===== config.mk =====
export PLATFORM = sky130hd
export DESIGN_NAME = pmWakeCtrl
export DESIGN_NICKNAME = d
export VERILOG_FILES = /design/src/rtl/pmWakePkg.sv /design/src/rtl/pmWakeCtl.sv /design/src/rtl/pmWakeDp.sv /design/src/rtl/pmWakeCtrl.sv
export SDC_FILE = /design/constraint.sdc
export NUM_CORES = 1
export LEC_CHECK = 0
export ABC_AREA = 1
export BUFFER_PORTS_ARGS = -buffer_cell sky130_fd_sc_hd__buf_4
export CORE_ASPECT_RATIO = 0.75
export CORE_MARGIN = 4
export CORE_UTILIZATION = 37
export DETAILED_ROUTE_END_ITERATION = 16
export PLACE_DENSITY = 0.8
export SYNTH_ARGS = -nofsm -noshare
export SYNTH_HDL_FRONTEND = slang
export SYNTH_SLANG_ARGS = --single-unit

===== constraint.sdc =====
create_clock -name clk -period 1.3 [get_ports clk]
set_clock_uncertainty 0.15 [all_clocks]
set_input_delay 0.26 -clock clk [delete_from_list [all_inputs] [get_ports clk]]
set_output_delay 0.26 -clock clk [all_outputs]
set_load 0.02 [all_outputs]

===== src/rtl/pmWakePkg.sv =====
`timescale 1ns/1ps
package pmWakePkg;
  localparam int NUM_PORTS    = 2;
  // field positions, decoded by software
  localparam int PORT_EN_LSB  = 14;
  localparam int PORT_STS_LSB = 16;
  localparam int WAKE_BIT     = 28;
  localparam int SWDIS_BIT    = 0;
  localparam int PME_BIT      = 17;
  localparam int MASTER_BIT   = 8;
  localparam int POL_BIT      = 0;
  // register addresses
  localparam int ADDR_PMCTL   = 0;
  localparam int ADDR_INTSTS  = 1;
  localparam int ADDR_INTEN   = 2;
  localparam int ADDR_IRQCFG  = 3;

  typedef struct packed {
    logic                 wrPmCtl;
    logic                 wrIntSts;
    logic                 wrIntEn;
    logic                 wrIrqCfg;
    logic [NUM_PORTS-1:0] portEn;
    logic [NUM_PORTS-1:0] portClr;
    logic                 wakeEn;
    logic                 pmeClr;
    logic                 pmeEn;
    logic                 masterEn;
    logic                 polHigh;
    logic                 setDis;
    logic                 clrDis;
  } pmStrobeT;
endpackage


===== src/rtl/pmWakeCtl.sv =====
`timescale 1ns/1ps
module pmWakeCtl
  import pmWakePkg::*;
#(
  parameter int ADDR_W         = 2,
  parameter int DATA_W         = 32,
  parameter int CONFIRM_WRITES = 2
) (
  input  logic              clk,
  input  logic              rstN,
  input  logic [ADDR_W-1:0] regAddr,
  input  logic [DATA_W-1:0] regWrData,
  input  logic              regWrEn,
  output pmStrobeT          strobe
);
  localparam int CNT_W = $clog2(CONFIRM_WRITES + 1);

  logic [CNT_W-1:0] confirmCnt;
  logic             unusedData;

  assign unusedData = ^regWrData;

  always_comb begin
    strobe          = '0;
    strobe.wrPmCtl  = regWrEn && (regAddr == ADDR_W'(ADDR_PMCTL));
    strobe.wrIntSts = regWrEn && (regAddr == ADDR_W'(ADDR_INTSTS));
    strobe.wrIntEn  = regWrEn && (regAddr == ADDR_W'(ADDR_INTEN));
    strobe.wrIrqCfg = regWrEn && (regAddr == ADDR_W'(ADDR_IRQCFG));
    for (int p = 0; p < NUM_PORTS; p++) begin
      strobe.portEn[p]  = regWrData[PORT_EN_LSB + p];
      strobe.portClr[p] = strobe.wrPmCtl && regWrData[PORT_STS_LSB + p];
    end
    strobe.wakeEn   = regWrData[WAKE_BIT];
    strobe.pmeClr   = strobe.wrIntSts && regWrData[PME_BIT];
    strobe.pmeEn    = regWrData[PME_BIT];
    strobe.masterEn = regWrData[MASTER_BIT];
    strobe.polHigh  = regWrData[POL_BIT];
    if (strobe.wrPmCtl) begin
      if (regWrData[SWDIS_BIT]) begin
        strobe.setDis = (confirmCnt == CNT_W'(CONFIRM_WRITES - 1));
      end else begin
        strobe.clrDis = 1'b1;
      end
    end
  end

  // count confirming writes of 1; a 0 or a completed sequence restarts it
  always_ff @(posedge clk or negedge rstN) begin
    if (!rstN) begin
      confirmCnt <= '0;
    end else if (strobe.wrPmCtl) begin
      if (!regWrData[SWDIS_BIT] || strobe.setDis) confirmCnt <= '0;
      else                                        confirmCnt <= confirmCnt + CNT_W'(1);
    end
  end


  zero_resets_count_chk: assert property (@(posedge clk) disable iff (!rstN)
    (strobe.wrPmCtl && !regWrData[SWDIS_BIT]) |=> (confirmCnt == '0));


  count_bound_chk: assert property (@(posedge clk) disable iff (!rstN)
    confirmCnt <= CNT_W'(CONFIRM_WRITES - 1));
endmodule


===== src/rtl/pmWakeDp.sv =====
`timescale 1ns/1ps
module pmWakeDp
  import pmWakePkg::*;
#(
  parameter int ADDR_W    = 2,
  parameter int DATA_W    = 32,
  parameter int EVT_W     = 2,
  parameter int NUM_OTHER = 4
) (
  input  logic                                clk,
  input  logic                                rstN,
  input  pmStrobeT                            strobe,
  input  logic [ADDR_W-1:0]                   regAddr,
  input  logic [NUM_PORTS-1:0][EVT_W-1:0]     portSrc,
  input  logic [NUM_PORTS-1:0][EVT_W-1:0]     portMask,
  input  logic [NUM_OTHER-1:0]                otherIrq,
  output logic [DATA_W-1:0]                   regRdData,
  output logic                                irqPin,
  output logic                                wakeOut
);
  logic [NUM_PORTS-1:0] portEvt;
  logic [NUM_PORTS-1:0] portSts;
  logic [NUM_PORTS-1:0] portEn;
  logic                 wakeEn;
  logic                 switchDis;
  logic                 pmeSts;
  logic                 pmeEn;
  logic                 masterEn;
  logic                 polHigh;
  logic                 pmeSet;
  logic                 irqActive;
  logic                 unusedStrobe;

  assign unusedStrobe = strobe.wrIntSts;

  for (genvar p = 0; p < NUM_PORTS; p++) begin : gPort
    logic stsQ;
    assign portEvt[p] = |(portSrc[p] & portMask[p]);
    // level source wins over a clear in the same cycle
    always_ff @(posedge clk or negedge rstN) begin
      if (!rstN) stsQ <= 1'b0;
      else       stsQ <= portEvt[p] | (stsQ & ~strobe.portClr[p]);
    end
    assign portSts[p] = stsQ;


    evt_sets_sts_chk: assert property (@(posedge clk) disable iff (!rstN)
      portEvt[p] |=> stsQ);

    sts_sticky_chk: assert property (@(posedge clk) disable iff (!rstN)
      (stsQ && !strobe.portClr[p]) |=> stsQ);

    sts_clear_chk: assert property (@(posedge clk) disable iff (!rstN)
      (strobe.portClr[p] && !portEvt[p]) |=> !stsQ);
  end

  assign pmeSet = |(portSts & portEn);

  always_ff @(posedge clk or negedge rstN) begin
    if (!rstN) begin
      pmeSts    <= 1'b0;
      portEn    <= '0;
      wakeEn    <= 1'b0;
      switchDis <= 1'b0;
      pmeEn     <= 1'b0;
      masterEn  <= 1'b0;
      polHigh   <= 1'b0;
    end else begin
      pmeSts <= pmeSet | (pmeSts & ~strobe.pmeClr);
      if (strobe.wrPmCtl) begin
        portEn <= strobe.portEn;
        wakeEn <= strobe.wakeEn;
      end
      if (strobe.setDis)      switchDis <= 1'b1;
      else if (strobe.clrDis) switchDis <= 1'b0;
      if (strobe.wrIntEn) pmeEn <= strobe.pmeEn;
      if (strobe.wrIrqCfg) begin
        masterEn <= strobe.masterEn;
        polHigh  <= strobe.polHigh;
      end
    end
  end

  assign irqActive = masterEn & ((pmeSts & pmeEn) | (|otherIrq));
  assign irqPin    = polHigh ? irqActive : ~irqActive;
  assign wakeOut   = wakeEn & pmeSts;

  always_comb begin
    regRdData = '0;
    case (regAddr)
      ADDR_W'(ADDR_PMCTL): begin
        regRdData[PORT_EN_LSB +: NUM_PORTS]  = portEn;
        regRdData[PORT_STS_LSB +: NUM_PORTS] = portSts;
        regRdData[WAKE_BIT]                  = wakeEn;
        regRdData[SWDIS_BIT]                 = switchDis;
      end
      ADDR_W'(ADDR_INTSTS): regRdData[PME_BIT] = pmeSts;
      ADDR_W'(ADDR_INTEN):  regRdData[PME_BIT] = pmeEn;
      ADDR_W'(ADDR_IRQCFG): begin
        regRdData[MASTER_BIT] = masterEn;
        regRdData[POL_BIT]    = polHigh;
      end
      default: regRdData = '0;
    endcase
  end


  pme_set_chk: assert property (@(posedge clk) disable iff (!rstN)
    pmeSet |=> pmeSts);

  irq_idle_chk: assert property (@(posedge clk) disable iff (!rstN)
    (strobe.wrIrqCfg && !strobe.masterEn) |=> (irqPin == !polHigh));

  wake_follow_chk: assert property (@(posedge clk) disable iff (!rstN)
    (pmeSet && wakeEn && !strobe.wrPmCtl) |=> wakeOut);

  dis_rose_chk: assert property (@(posedge clk) disable iff (!rstN)
    $rose(switchDis) |-> $past(strobe.setDis));
endmodule


===== src/rtl/pmWakeCtrl.sv =====
`timescale 1ns/1ps
module pmWakeCtrl
  import pmWakePkg::*;
#(
  parameter int ADDR_W         = 2,
  parameter int DATA_W         = 32,
  parameter int EVT_W          = 2,
  parameter int NUM_OTHER      = 4,
  parameter int CONFIRM_WRITES = 2
) (
  input  logic                 clk,
  input  logic                 rstN,
  input  logic [ADDR_W-1:0]    regAddr,
  input  logic [DATA_W-1:0]    regWrData,
  input  logic                 regWrEn,
  output logic [DATA_W-1:0]    regRdData,
  input  logic [EVT_W-1:0]     phySrcA,
  input  logic [EVT_W-1:0]     phyMaskA,
  input  logic [EVT_W-1:0]     phySrcB,
  input  logic [EVT_W-1:0]     phyMaskB,
  input  logic [NUM_OTHER-1:0] otherIrq,
  output logic                 irqPin,
  output logic                 wakeOut
);
  pmStrobeT                        strobe;
  logic [NUM_PORTS-1:0][EVT_W-1:0] portSrc;
  logic [NUM_PORTS-1:0][EVT_W-1:0] portMask;

  assign portSrc  = {phySrcB, phySrcA};
  assign portMask = {phyMaskB, phyMaskA};

  pmWakeCtl #(
    .ADDR_W(ADDR_W), .DATA_W(DATA_W), .CONFIRM_WRITES(CONFIRM_WRITES)
  ) i_ctl (
    .clk(clk), .rstN(rstN), .regAddr(regAddr), .regWrData(regWrData),
    .regWrEn(regWrEn), .strobe(strobe)
  );

  pmWakeDp #(
    .ADDR_W(ADDR_W), .DATA_W(DATA_W), .EVT_W(EVT_W), .NUM_OTHER(NUM_OTHER)
  ) i_dp (
    .clk(clk), .rstN(rstN), .strobe(strobe), .regAddr(regAddr),
    .portSrc(portSrc), .portMask(portMask), .otherIrq(otherIrq),
    .regRdData(regRdData), .irqPin(irqPin), .wakeOut(wakeOut)
  );
endmodule


==> metrics.txt <==
TritonCTS buffer count=3; part of the Yosys area used for sequential elements=0.333; sum of net half-perimeters after detailed placement=between 1.5 and 2 mm; Filler Cells Inserted=226; worst hold endpoint=i_dp.wakeEn; proportion of power drawn by flip-flops and latches=0.374; post-synthesis cell area=around 900 um^2; most common cell after layout, fill and taps aside=sky130_fd_sc_hd__buf_4; PnR Total Power=roughly 0.0013 W; final-report hold violation count=0; fraction of post-synthesis cell area in the top cell type by area=0.333; post-layout worst setup margin=-0.257 ns; setup slack of the most critical reg-to-reg path=between 0.15 and 0.2 ns; top cells by area, synth=sky130_fd_sc_hd__dfrtp_1 33%, sky130_fd_sc_hd__buf_4 21%, sky130_fd_sc_hd__nand2_1 16%, sky130_fd_sc_hd__ha_1 8.3%, sky130_fd_sc_hd__inv_1 6.7%; cell-internal power=just over 0.0008 W; row cnt=15; critical path capture point type=output pin; leak pwr=0.764 nW; I/O pin count=slightly above 80; category of the most critical setup path=reg -> out; Cells on Worst Hold Path=3; origin of the critical flop-to-flop path=i_ctl.confirmCnt[0]; TritonCTS clock tree=yes; hold wc startpoint=regWrData[28]; fin nets=227; most used cells in the layout excluding fill and tap cells=33 x sky130_fd_sc_hd__buf_4, 32 x sky130_fd_sc_hd__nand2_1, 25 x sky130_fd_sc_hd__conb_1, 12 x sky130_fd_sc_hd__dfrtp_1, 10 x sky130_fd_sc_hd__buf_6; number of H-tree levels=1; synthesized area divided by synthesized cell count=about 7.4 um^2; net switching power of the design=0.000442 W; remaining global-route overflow=0; depth of the most critical reg-to-reg path=4; FF/Latch Area=about 300 um^2; post-detailed-route DRC marker count=0; Die Y=a little over 50 um; number of vias after detailed routing=824; mean routed wirelength per cell=9.93 um; final setup violation count=9; highest clock rate=642 MHz; initial cell density of the core=0.391; Core Footprint=between 0.002 and 0.0025 mm^2; global-route wire length before repair=3.19 mm; worst-case vdd ir drop=0.000606 V; Detail Route Antenna Nets=0; Horiz. Die Dim=approximately 65 um; maximum number of pins on one net before global-route repair=13; number of max-slew violations in the final report=0; maximum count of clock buffers along a single path=2; violated checks=setup timing; Multi-input gate area=slightly below 500 um^2; number of flip-flops and latches in the synthesized netlist=12; worst-path maximum fanout=3; synthesis warning total=0; area of the die=roughly 0.0033 mm^2; CP required=slightly below 0.9 ns; initial antenna violation count=0; layout overhead on the synthesized area=48.8%; antenna diode count=0; CTS Sinks=12; via count of the first global-routing pass=around 740; clock network power share=0.241; drt pass-1 iters=4; Pwr Density=944 mW/mm^2; run status=complete, but fails checks; Hold WC Path Type=in -> reg; max-cap violation count=0; clock transition time at the flip-flop clock pins of the worst setup and hold paths=0.08 ns; aggregate global-route resource usage=0.126; cell chosen for the clock root=sky130_fd_sc_hd__clkbuf_4; Unique masters post-synth=15; destination of the worst register-to-register timing path=i_dp.switchDis; kind of start point of the critical path=flip-flop; fraction of final layout cells sized beyond drive strength 1=0.404; cell type with the highest aggregate area in the netlist=sky130_fd_sc_hd__dfrtp_1; Routability Congestion=around 0.74; Gate power share=0.385; clock period minus worst slack=between 1.5 and 2 ns; Cells after Synth=between 100 and 150; switching share of power=0.349; Total Negative Setup Slacks=-0.887 ns; setup repair after global routing missed its margin=true; DRC marker count from the first detailed-route iteration=9; count of buffers inserted at the top-level ports=32; final period utilization=1.20; routed via count divided by cell count=~4.0; worst endpoint data arrival time=1.15 ns; post-detailed-routing wire length=a little over 2 mm; clk_lat worst skew=0.28 ns
## synth_stat cells, drive strengths merged
| cell | n |
|---|---|
| nand4 | 2 |
| inv | 16 |
| clkinv | 1 |
| nand2 | 40 |
| conb | 1 |
| ha | 6 |
| o22a | 1 |
| a21oi | 2 |
| nor2 | 4 |
| nand3 | 8 |
| o21ai | 4 |
| dfrtp | 12 |
| buf | 25 |
## power by group through the flow
stage          Clock [W]  Combinational [W]  Sequential (W)
3_3_place_gp           0           0.000389        0.000477
3_5_place_dp           0           0.000404        0.000480
6_report        0.000305           0.000487        0.000474
4_1_cts         0.000312           0.000469        0.000472
2_1_floorplan          0           0.000306        0.000471
5_1_grt         0.000335           0.000532        0.000482
## worst max-delay path, stage by stage (launching register included)
cell,delay (ns)
sky130_fd_sc_hd__dfrtp_1,0.41
sky130_fd_sc_hd__buf_4,0.15
sky130_fd_sc_hd__buf_6,0.11
sky130_fd_sc_hd__nand2_2,0.05
sky130_fd_sc_hd__inv_2,0.03
sky130_fd_sc_hd__buf_6,0.12
## per-layer routing
layer / vias to the layer above / part of all wire / track usage
met1: 368 / 0.40 / 0.144
met2: 36 / 0.50 / 0.217
li1: 420 / - / -
met4: 0 / 0 / 0.0207
met3: 0 / 0.097 / 0.0582
met5: - / 0 / 0
## how the worst max path moves through the flow
stage                      from       endpoint  slack, ns  cells after the start
floorplan            regAddr[0]  regRdData[17]       0.03                      6
global placement     regAddr[0]   regRdData[0]      -0.18                      6
detailed placement   regAddr[0]  regRdData[14]      -0.20                      7
CTS                  i_dp.pmeEn         irqPin      -0.25                      6
global route        i_dp.pmeSts         irqPin      -0.33                      6
finish              i_dp.pmeSts        wakeOut      -0.26                      5
## state kept, by name, summed over array words and instances (netlist names)
signal	flops
i_dp.polHigh	1
i_dp.gPort.stsQ	2
i_dp.pmeSts	1
i_dp.switchDis	1
i_dp.masterEn	1
i_dp.pmeEn	1
i_dp.wakeEn	1
i_dp.portEn	2
i_ctl.confirmCnt	2
## stage by stage
stage	hold slack, ns	setup slack [ns]	util	cell area (um^2)	cells
floorplan	-0.186	0.0302	-	1010	146
global placement	-0.0429	-0.176	0.496	1150	193
detailed placement	-0.0393	-0.199	0.496	1150	193
CTS	0.0209	-0.251	0.561	1290	202
global route	0.0188	-0.326	0.582	1340	205
finish	0.0238	-0.257	0.582	1340	205
## kinds of logic (layout without fill, tap and decap cells)
family,Yosys count,after routing,share of synthesized area
AOI/OAI and AO/OA,7,7,0.0430
buffers and inverters,42,67,0.284
other,1,25,0.00416
and+or+nand+nor,54,54,0.252
adders and majority gates,6,6,0.0832
DFF,12,12,0.333
## what timing repair did
action                                 in CTS  in global routing
endpoints found under the hold margin      12                  0
hold buffers                                1                  0
setup endpoints to repair                   9                  9
resized for setup                          26                  8
pin swaps                                   8                  6
buffers inserted                            4                  3
## final cells by class
| type | count | area share |
|---|---|---|
| flip-flops and latches | 12 | 0.224 |
| repair buffers | 46 | 0.298 |
| multi-input cells | 92 | 0.361 |
| inverters | 17 | 0.0587 |
| well taps | 34 | 0.0317 |
| clock buffers | 4 | 0.0270 |
Power figures use the tool's default switching activity.
